[src/rtl/sync_rx_pkg.sv]
// Package: shared types for the synchronous master receiver.
// Assumes: nothing; it holds only declarations.
package sync_rx_pkg;

    // Receive mode that the control logic has selected
    typedef enum logic [1:0] {
        MODE_IDLE   = 2'd0,
        MODE_SINGLE = 2'd1,
        MODE_CONT   = 2'd2
    } rx_mode_e;

    // Number of bits in a word for the selected width
    function automatic int unsigned word_bits(input int unsigned data_w, input logic nine);
        return nine ? data_w + 1 : data_w;
    endfunction

endpackage

[src/rtl/sync_rx_ctrl.sv]
// Module: sync_rx_ctrl
// Chooses the receive mode from the two enables, with continuous taking
// precedence. Holds the self-clearing single-word request and the sticky
// overrun flag, and decides whether a finished word goes into the queue.
// Assumes: word_done is a one-cycle pulse from the shifter, and fifo_full
// is the queue state in the same cycle.
module sync_rx_ctrl
    import sync_rx_pkg::*;
(
    input  logic     clk,
    input  logic     rst_n,
    input  logic     port_en,
    input  logic     single_start,
    input  logic     cont_en,
    input  logic     word_done,
    input  logic     fifo_full,
    output logic     active,
    output logic     abort,
    output logic     push,
    output logic     overrun,
    output logic     single_busy,
    output rx_mode_e mode
);

    logic cont_prev_q;
    logic single_q;
    logic ovr_q;
    logic cont_fall;

    assign cont_fall = cont_prev_q & ~cont_en;

    // Pick the mode: continuous wins over single
    always_comb begin
        if (cont_en)       mode = MODE_CONT;
        else if (single_q) mode = MODE_SINGLE;
        else               mode = MODE_IDLE;
    end

    assign active      = port_en && !ovr_q && (mode != MODE_IDLE);
    assign abort       = cont_fall;
    assign push        = word_done && !fifo_full && !ovr_q;
    assign overrun     = ovr_q;
    assign single_busy = single_q;

    // Remember cont_en from the previous cycle to detect its falling edge
    always_ff @(posedge clk) begin
        if (!rst_n) cont_prev_q <= 1'b0;
        else        cont_prev_q <= cont_en;
    end

    // Single-word request: set by the start pulse, cleared on completion or abort
    always_ff @(posedge clk) begin
        if (!rst_n)                          single_q <= 1'b0;
        else if (cont_fall || word_done)     single_q <= 1'b0;
        else if (single_start && port_en)    single_q <= 1'b1;
    end

    // Sticky overrun: set by a word that finds the queue full, cleared by cont_en falling
    always_ff @(posedge clk) begin
        if (!rst_n)                       ovr_q <= 1'b0;
        else if (cont_fall)               ovr_q <= 1'b0;
        else if (word_done && fifo_full)  ovr_q <= 1'b1;
    end

endmodule

[src/rtl/sync_rx_shift.sv]
// Module: sync_rx_shift
// Drives the shift clock from the baud tick. Samples the data line on each
// falling edge and places the bits least-significant first. Marks the edge
// that completes a word and presents the finished word in that cycle.
// Assumes: nine_bit is stable during a word. A word is DATA_W or DATA_W+1 bits.
module sync_rx_shift #(
    parameter int unsigned DATA_W = 8
) (
    input  logic              clk,
    input  logic              rst_n,
    input  logic              active,
    input  logic              abort,
    input  logic              baud_tick,
    input  logic              nine_bit,
    input  logic              rx_in,
    output logic              sclk,
    output logic              word_done,
    output logic [DATA_W:0]   word
);

    localparam int unsigned WORD_W = DATA_W + 1;
    localparam int unsigned CNT_W  = $clog2(WORD_W);

    logic              sclk_q;
    logic [CNT_W-1:0]  cnt_q;
    logic [DATA_W:0]   shreg_q;
    logic [CNT_W-1:0]  last_idx;
    logic              fall_now;

    assign last_idx  = nine_bit ? CNT_W'(DATA_W) : CNT_W'(DATA_W - 1);
    assign fall_now  = active && !abort && baud_tick && sclk_q;
    assign word_done = fall_now && (cnt_q == last_idx);
    assign sclk      = sclk_q;

    // Toggle the shift clock on ticks; sample and count on falling edges
    always_ff @(posedge clk) begin
        if (!rst_n) begin
            sclk_q  <= 1'b0;
            cnt_q   <= '0;
            shreg_q <= '0;
        end else if (!active || abort) begin
            sclk_q <= 1'b0;
            cnt_q  <= '0;
        end else if (baud_tick) begin
            sclk_q <= ~sclk_q;
            if (sclk_q) begin
                shreg_q[cnt_q] <= rx_in;
                cnt_q          <= (cnt_q == last_idx) ? '0 : cnt_q + 1'b1;
            end
        end
    end

    // Finished word: stored bits plus the bit sampled on the final edge
    always_comb begin
        word        = shreg_q;
        word[cnt_q] = rx_in;
        if (!nine_bit) word[DATA_W] = 1'b0;
    end

endmodule

[src/rtl/sync_rx_fifo.sv]
// Module: sync_rx_fifo
// A small receive queue. The head entry is visible at all times. When the
// queue is empty the output keeps the last entry popped, and a pop while
// empty does nothing.
// Assumes: the caller does not push while full; such a push is dropped.
module sync_rx_fifo #(
    parameter int unsigned WIDTH = 9,
    parameter int unsigned DEPTH = 2
) (
    input  logic                         clk,
    input  logic                         rst_n,
    input  logic                         push,
    input  logic [WIDTH-1:0]             wdata,
    input  logic                         pop,
    output logic [WIDTH-1:0]             rdata,
    output logic                         full,
    output logic [$clog2(DEPTH+1)-1:0]   count
);

    localparam int unsigned PTR_W = (DEPTH > 1) ? $clog2(DEPTH) : 1;
    localparam int unsigned CNT_W = $clog2(DEPTH + 1);

    logic [PTR_W-1:0] wr_ptr_q;
    logic [PTR_W-1:0] rd_ptr_q;
    logic [CNT_W-1:0] cnt_q;
    logic [WIDTH-1:0] last_q;
    logic [WIDTH-1:0] mem [DEPTH];
    logic             push_ok;
    logic             pop_ok;

    assign push_ok = push && (cnt_q != CNT_W'(DEPTH));
    assign pop_ok  = pop && (cnt_q != '0);
    assign full    = (cnt_q == CNT_W'(DEPTH));
    assign count   = cnt_q;
    assign rdata   = (cnt_q != '0) ? mem[rd_ptr_q] : last_q;

    // Advance a pointer with wrap at DEPTH
    function automatic logic [PTR_W-1:0] ptr_next(input logic [PTR_W-1:0] p);
        return (p == PTR_W'(DEPTH - 1)) ? '0 : p + 1'b1;
    endfunction

    // One storage register per entry
    for (genvar gi = 0; gi < DEPTH; gi++) begin : g_entry
        logic [WIDTH-1:0] entry_q;

        // Capture the pushed word when this entry is the write target
        always_ff @(posedge clk) begin
            if (!rst_n)                                      entry_q <= '0;
            else if (push_ok && (wr_ptr_q == PTR_W'(gi)))    entry_q <= wdata;
        end

        assign mem[gi] = entry_q;
    end

    // Pointers and occupancy
    always_ff @(posedge clk) begin
        if (!rst_n) begin
            wr_ptr_q <= '0;
            rd_ptr_q <= '0;
            cnt_q    <= '0;
        end else begin
            if (push_ok) wr_ptr_q <= ptr_next(wr_ptr_q);
            if (pop_ok)  rd_ptr_q <= ptr_next(rd_ptr_q);
            case ({push_ok, pop_ok})
                2'b10:   cnt_q <= cnt_q + 1'b1;
                2'b01:   cnt_q <= cnt_q - 1'b1;
                default: cnt_q <= cnt_q;
            endcase
        end
    end

    // Keep the most recently popped entry for reads while empty
    always_ff @(posedge clk) begin
        if (!rst_n)      last_q <= '0;
        else if (pop_ok) last_q <= mem[rd_ptr_q];
    end

endmodule

[src/rtl/sync_master_rx.sv]
// Module: sync_master_rx
// Top level of the synchronous master receiver. Connects the mode and
// overrun control, the clock and shift path, and the receive queue, and
// gates the data-available flag onto the interrupt.
// Assumes: baud_tick is a single-cycle pulse. Inputs are synchronous to clk.
module sync_master_rx
    import sync_rx_pkg::*;
#(
    parameter int unsigned DATA_W     = 8,
    parameter int unsigned FIFO_DEPTH = 2
) (
    input  logic              clk,
    input  logic              rst_n,
    input  logic              port_en,
    input  logic              baud_tick,
    input  logic              single_start,
    input  logic              cont_en,
    input  logic              word9_en,
    input  logic              irq_en,
    input  logic              pop,
    input  logic              rx_in,
    output logic              sclk,
    output logic [DATA_W-1:0] rd_data,
    output logic              rd_bit9,
    output logic              data_avail,
    output logic              overrun,
    output logic              single_busy,
    output logic              irq
);

    localparam int unsigned WORD_W = DATA_W + 1;
    localparam int unsigned CNT_W  = $clog2(FIFO_DEPTH + 1);

    logic              active;
    logic              abort;
    logic              push;
    logic              word_done;
    logic              fifo_full;
    logic [DATA_W:0]   word;
    logic [WORD_W-1:0] head;
    logic [CNT_W-1:0]  fifo_cnt;
    rx_mode_e          mode;

    sync_rx_ctrl u_ctrl (
        .clk          (clk),
        .rst_n        (rst_n),
        .port_en      (port_en),
        .single_start (single_start),
        .cont_en      (cont_en),
        .word_done    (word_done),
        .fifo_full    (fifo_full),
        .active       (active),
        .abort        (abort),
        .push         (push),
        .overrun      (overrun),
        .single_busy  (single_busy),
        .mode         (mode)
    );

    sync_rx_shift #(.DATA_W(DATA_W)) u_shift (
        .clk       (clk),
        .rst_n     (rst_n),
        .active    (active),
        .abort     (abort),
        .baud_tick (baud_tick),
        .nine_bit  (word9_en),
        .rx_in     (rx_in),
        .sclk      (sclk),
        .word_done (word_done),
        .word      (word)
    );

    sync_rx_fifo #(.WIDTH(WORD_W), .DEPTH(FIFO_DEPTH)) u_fifo (
        .clk   (clk),
        .rst_n (rst_n),
        .push  (push),
        .wdata (word),
        .pop   (pop),
        .rdata (head),
        .full  (fifo_full),
        .count (fifo_cnt)
    );

    assign rd_data    = head[DATA_W-1:0];
    assign rd_bit9    = head[DATA_W];
    assign data_avail = (fifo_cnt != '0);
    assign irq        = data_avail & irq_en;

endmodule

[config.mk]
export PLATFORM = sky130hd
export DESIGN_NAME = sync_master_rx
export DESIGN_NICKNAME = d
export VERILOG_FILES = /design/src/rtl/sync_rx_pkg.sv /design/src/rtl/sync_rx_ctrl.sv /design/src/rtl/sync_rx_shift.sv /design/src/rtl/sync_rx_fifo.sv /design/src/rtl/sync_master_rx.sv
export SDC_FILE = /design/constraint.sdc
export NUM_CORES = 1
export LEC_CHECK = 0
export BUFFER_PORTS_ARGS = -buffer_cell sky130_fd_sc_hd__buf_2
export CORE_ASPECT_RATIO = 1.4
export CORE_MARGIN = 1
export CORE_UTILIZATION = 44
export CTS_BUF_LIST = sky130_fd_sc_hd__clkbuf_2
export CTS_CLUSTER_DIAMETER = 80
export DETAILED_ROUTE_END_ITERATION = 12
export GPL_TIMING_DRIVEN = 1
export HOLD_SLACK_MARGIN = 0.1
export PLACE_DENSITY = 0.67
export SLEW_MARGIN = 20
export SYNTH_ARGS = -nofsm -noshare
export SYNTH_HDL_FRONTEND = slang
export SYNTH_SLANG_ARGS = --single-unit
[constraint.sdc]
create_clock -name clk -period 1.9 [get_ports clk]
set_input_delay 0.095 -clock clk [delete_from_list [all_inputs] [get_ports clk]]
set_output_delay 0.095 -clock clk [all_outputs]
set_load 0.005 [all_outputs]
# Word level (Yosys, flattened, before mapping)
# Cells that the tools add are included.
# Widths: inputs -> output; s select.
# op_classes
add_sub_neg	5
n_lt_le_gt_ge	3
n_bitwise	8
n_eq_ne	5
reduce_logical	29
muxes	15
# ops
op	n
$mux 9	4
$logic_and 1x1->1	15
$bwmux 9	1
$mux 4	2
$reduce_bool 2->1	3
$reduce_or 2->1	3
$lt 4x5->1 const B	1
$mux 1	5
$not 1->1	5
$add 4x1->4 const B	1
$demux 1 s4	1
$eq 2x2->1 const B	2
$eq 4x4->1	1
$ge 4x1->1 const B	1
$logic_not 1->1	4
$pmux 2 s2	1
$reduce_and 3->1	1
$add 1x1->1 const B	2
$add 2x1->2 const B	1
$and 1x1->1	2
$eq 2x1->1 const B	1
$ge 2x2->1 const B	1
$logic_or 1x1->1	2
$mux 2	1
other kinds (4)	4
# word_totals
inputBits	10
out_inout_bits	14
register_bits	48
word_cells	77

# Longest topological paths before layout
# depth
ltp_word	13
ltp_mapped	8
ltp_nobuf	7

# By module
# Synthesis repeated with hierarchy kept, for this count alone.
# unflattened
hier_cells	270
area_unflattened_um2	2389.8
# by_module_without_submodules
mod	area_each_um2	cells_per_inst	seq_area_each_um2	instances
sync_rx_fifo	1376.3	151	620.6	1
sync_rx_shift	858.3	103	280.3	1
sync_rx_ctrl	141.4	14	60.1	1
sync_master_rx	13.8	2	0.0	1

# Worst setup path after synthesis
# OpenSTA, ideal clock, no wires.
# synth_timing
path_kind	register to register
from	reg u_shift.cnt_q[0]
to	reg u_fifo.cnt_q[1] (netlist: u_fifo.count[1])
synth_period_minus_slack_ns	1.973
stages_incl_launch_ff	7
arrival_ns	1.902
setup_slack_ns	-0.073
n_path_buf	0
path_cell_list	dfxtp_1 -> or3b_1 -> o22ai_2 -> nand3_1 -> ha_1 -> or3_1 -> a21oi_1
# synth_via
elab_chain_cells	7
elab_cells_between_ends	9
# synth_rtl
element	line_no	text
from (decl)	sync_rx_shift.sv:25	logic [CNT_W-1:0] cnt_q;
from (signal assigned)	sync_rx_shift.sv:48	cnt_q <= (cnt_q == last_idx) ? '0 : cnt_q + 1'b1;
$eq 4x4->1 *	sync_rx_shift.sv:32	assign word_done = fall_now && (cnt_q == last_idx);
$logic_and 1x1->1 *	sync_rx_shift.sv:32	
$logic_and 1x1->1 * (2 in a row)	sync_rx_ctrl.sv:41	assign push = word_done && !fifo_full && !ovr_q;
$logic_and 1x1->1 *	sync_rx_fifo.sv:31	assign push_ok = push && (cnt_q != CNT_W'(DEPTH));
$eq 2x1->1 / $eq 2x2->1 (equally long branches)	sync_rx_fifo.sv:64	case ({push_ok, pop_ok})
$pmux 2 s2 / $reduce_bool 2->1 (equally long branches)	--	
to (signal assigned)	sync_rx_fifo.sv:65	2'b10: cnt_q <= cnt_q + 1'b1;
to (signal assigned)	sync_rx_fifo.sv:66	2'b01: cnt_q <= cnt_q - 1'b1;
to (signal assigned)	sync_rx_fifo.sv:67	default: cnt_q <= cnt_q;
to (decl)	sync_rx_fifo.sv:25	logic [CNT_W-1:0] cnt_q;
# Mark *: on every way between the ends. The rest lies on a longest branch, timed or not.
# A chain may end at the register's enable or synchronous reset.

# Final worst setup path
# layout_timing
from	reg u_shift.cnt_q[3]
to	reg u_fifo.cnt_q[1] (netlist: u_fifo.count[1])
# Same word-level chain as after synthesis.

==> qor.csv <==
metric;value;unit
drc_errors;0;
synth_area;2320;um^2
startpoint;u_shift.cnt_q[3];
dieHeight;88.0;um
worst-r2r-setup-slack;0.06;ns
max_stage_delay;0.40;ns
min_from;pop;
drive_above_1_share;22.2;%
cts_buffer_depth;2;
finalCriticalPeriod;1.84;ns
first_pass_iters;4;
hold_end;u_fifo.count[0];
rsz0062_at_grt;true;
worst_hold_slack;0.242;ns
cellPowerDensity;561;nW/um^2
dp_hpwl;3290;um
wl_per_cell;13.1;um
wl;4690;um
pre_cts_ws;0.0782;ns
r2r_cells;7;
ys_seq_area_share;41.3;%
post-route-util;54.9;%
grt_start_max_net_pins;22;
ys.warnings.count;0;
drtIter0Drc;40;
clk_pin_slew;0.26;ns
seqCellArea;972;um^2
rows;30;
area_growth;17.1;%
cts.sinks;48;
r2r_start;u_shift.cnt_q[3];
slowest_stage;or3b_4;
final_antenna_net_count;0;
peakVddDrop;0.383;mV
p_leak;1.05;nW
antenna_found_initial;0;
ys_ff_latch;48;
finalCritPeriodShare;96.8;%
cts_tree;built;
cp.required;2.29;ns
drv_slew;0;
avgViaCountPerCell;5.14;
core;4950;um^2
gp_congestion;0.732;
crit_type;flip-flop to flip-flop;
cp_max_fo;4;
finalSetupViolCount;0;
initial_core_util;46.9;%
numCtsBuffers;5;
overflow;0;
vias;1836;
clock_latency;0.43;ns
path_cells;or3b_4 > o22ai_4 > nand3_2 > ha_4 > xnor2_1 > or3_1 > a21oi_2;
cp-start-kind;flip-flop;
yosys.cell_types.count;41;
p_total;1.53;mW
multiInputGateArea;1280;um^2
htreeDepth;2;
tightestPinTransition;0.721;ns
critPathArrivalTime;2.23;ns
grt_pass1_wl;7820;um
fin_ws;0.0604;ns
finClkSkew;0.0135;ns
regToRegEndpoint;u_fifo.count[1];
fin_nets;307;
portBuffers;23;
die_area;5580;um^2
final_area;2720;um^2
syn_avg_cell_area;9.08;um^2
synth_fp_nets;271;
grt_pass1_vias;1691;
slew-limit-headroom;51.9;%
fill_cells;480;
placed_area;2560;um^2
grtUsageTotal;17.6;%
cts_root_buffer;clkbuf_2;
max_cap_viol_count;0;
synthCells;256;
diodes;0;
status;finished clean;
pin_count;24;
die_w;63.4;um
end_kind;flip-flop;
hold_viol;0;
hold_depth;5;
hp-class;input port to flip-flop;
max_freq;544;MHz
==> synthesized netlist by cell type, drive strengths merged <==
master	instances	area share [%]
dfxtp	48	41
mux2i	37	16
nor2	31	5.0
nand2	29	4.7
a21oi	17	3.7
a211oi	13	4.2
clkbuf	11	1.8
inv	7	1.1
buf	6	2.0
mux2	6	2.9
ha	5	2.7
nand3b	5	1.6
nand2b	4	1.1
nor3b	4	1.3
and2	3	0.81
nand3	3	0.65
xnor2	3	1.1
nor2b	2	0.54
o2111ai	2	0.75
o21ai	2	0.43
or3b	2	0.75
a31oi	1	0.27
and3	1	0.32
and4	1	0.48
and4b	1	0.43
nand4	1	0.27
nand4b	1	0.38
nand4bb	1	0.48
nor3	1	0.22
nor4	1	0.27
o21a	1	0.32
o22ai	1	0.54
or2	1	0.27
or3	1	0.27
or4	1	0.32
or4b	1	0.43
xor2	1	0.38
==> kinds of logic (layout without fill, tap and decap cells) <==
group	Yosys count	after routing	synth area share [%]
simple gates	95	95	20.6
fa+ha+maj	5	5	2.69
flops	48	48	41.3
buf+inv	24	61	4.90
xor+xnor	4	4	1.51
mux	43	43	18.8
compound gates	37	37	10.2
==> metal layers <==
layer	share of wire [%]	vias up	GRT usage, %
met2	50	20	30.9
met4	1.3	0	7.02
li1	-	958	-
met5	0	-	0
met3	1.7	6	3.65
met1	47	852	20.8
==> sequential cells by signal, indices dropped and copies added, names as in the netlist <==
name	cells
u_fifo.wr_ptr_q	1
u_fifo.g_entry.entry_q	18
u_shift.shreg_q	9
u_fifo.rd_ptr_q	1
u_fifo.count	2
u_ctrl.cont_prev_q	1
u_ctrl.single_busy	1
u_fifo.last_q	9
u_shift.sclk	1
u_shift.cnt_q	4
u_ctrl.overrun	1
==> stage by stage <==
step / TNS [ns] / cells
after floorplan: 0 / 256
after global placement: 0 / 339
after detailed placement: 0 / 339
after CTS: 0 / 357
after global routing: -0.0123 / 357
final: 0 / 357
==> critical path: cells and delay by family, from the launching register on <==
family / cells / cell delay [ns]
adder cells (fa/ha/maj): 1 / 0.18
flip-flops: 1 / 0.39
XOR/XNOR: 1 / 0.12
AO/OA/AOI/OAI: 2 / 0.27
AND/OR/NAND/NOR: 3 / 0.85
==> cell usage in the layout (no fill, tap or decap), drive strengths merged <==
| cell | n |
|---|---|
| nor2b | 2 |
| dlygate4sd3 | 10 |
| a31oi | 1 |
| nand4 | 1 |
| nor3b | 4 |
| inv | 8 |
| and4 | 1 |
| ha | 5 |
| dfxtp | 48 |
| xor2 | 1 |
| nand3b | 5 |
| a211oi | 13 |
| or2 | 1 |
| nand3 | 3 |
| nand4b | 1 |
| and2 | 3 |
| mux2i | 37 |
| or3b | 2 |
| o22ai | 1 |
| or4 | 1 |
| o21ai | 2 |
| nor4 | 1 |
| nor2 | 31 |
| or3 | 1 |
| mux2 | 6 |
| nand4bb | 1 |
| o2111ai | 2 |
| and4b | 1 |
| buf | 36 |
| nand2 | 29 |
| o21a | 1 |
| clkinvlp | 1 |
| or4b | 1 |
| nor3 | 1 |
| nand2b | 4 |
| a21oi | 17 |
| xnor2 | 3 |
| and3 | 1 |
| clkinv | 1 |
| clkbuf | 5 |
==> area by class of cell <==
cell class / count / area share, %
Clock buffer: 5 / 0.920
Clock inverter: 3 / 0.644
Inverter: 7 / 0.966
Multi-Input combinational cell: 184 / 47.2
Sequential cell: 48 / 35.7
Tap cell: 64 / 2.94
Timing Repair Buffer: 46 / 11.6
==> power breakdown <==
group          switching (mW)  internal [mW]
sequential            0.00253           1.01
clock                   0.348         0.0874
combinational          0.0426         0.0337
==> worst max path at each step <==
stage / endpoint / cells past startpoint
floorplan: u_fifo.count[1] / 7
global placement: u_fifo.count[1] / 7
detailed placement: u_fifo.count[1] / 7
CTS: u_fifo.count[1] / 7
global route: u_fifo.count[1] / 7
finish: u_fifo.count[1] / 7
==> timing repair <==
item                                    4_1_cts  5_1_grt
hold buffers                                 10        0
buffers inserted                              0        0
endpoints found under the setup margin        0        9
resized for setup                             0        8
hold endpoints to repair                     23        0
No activity file was read; power rests on OpenSTA's default activity.
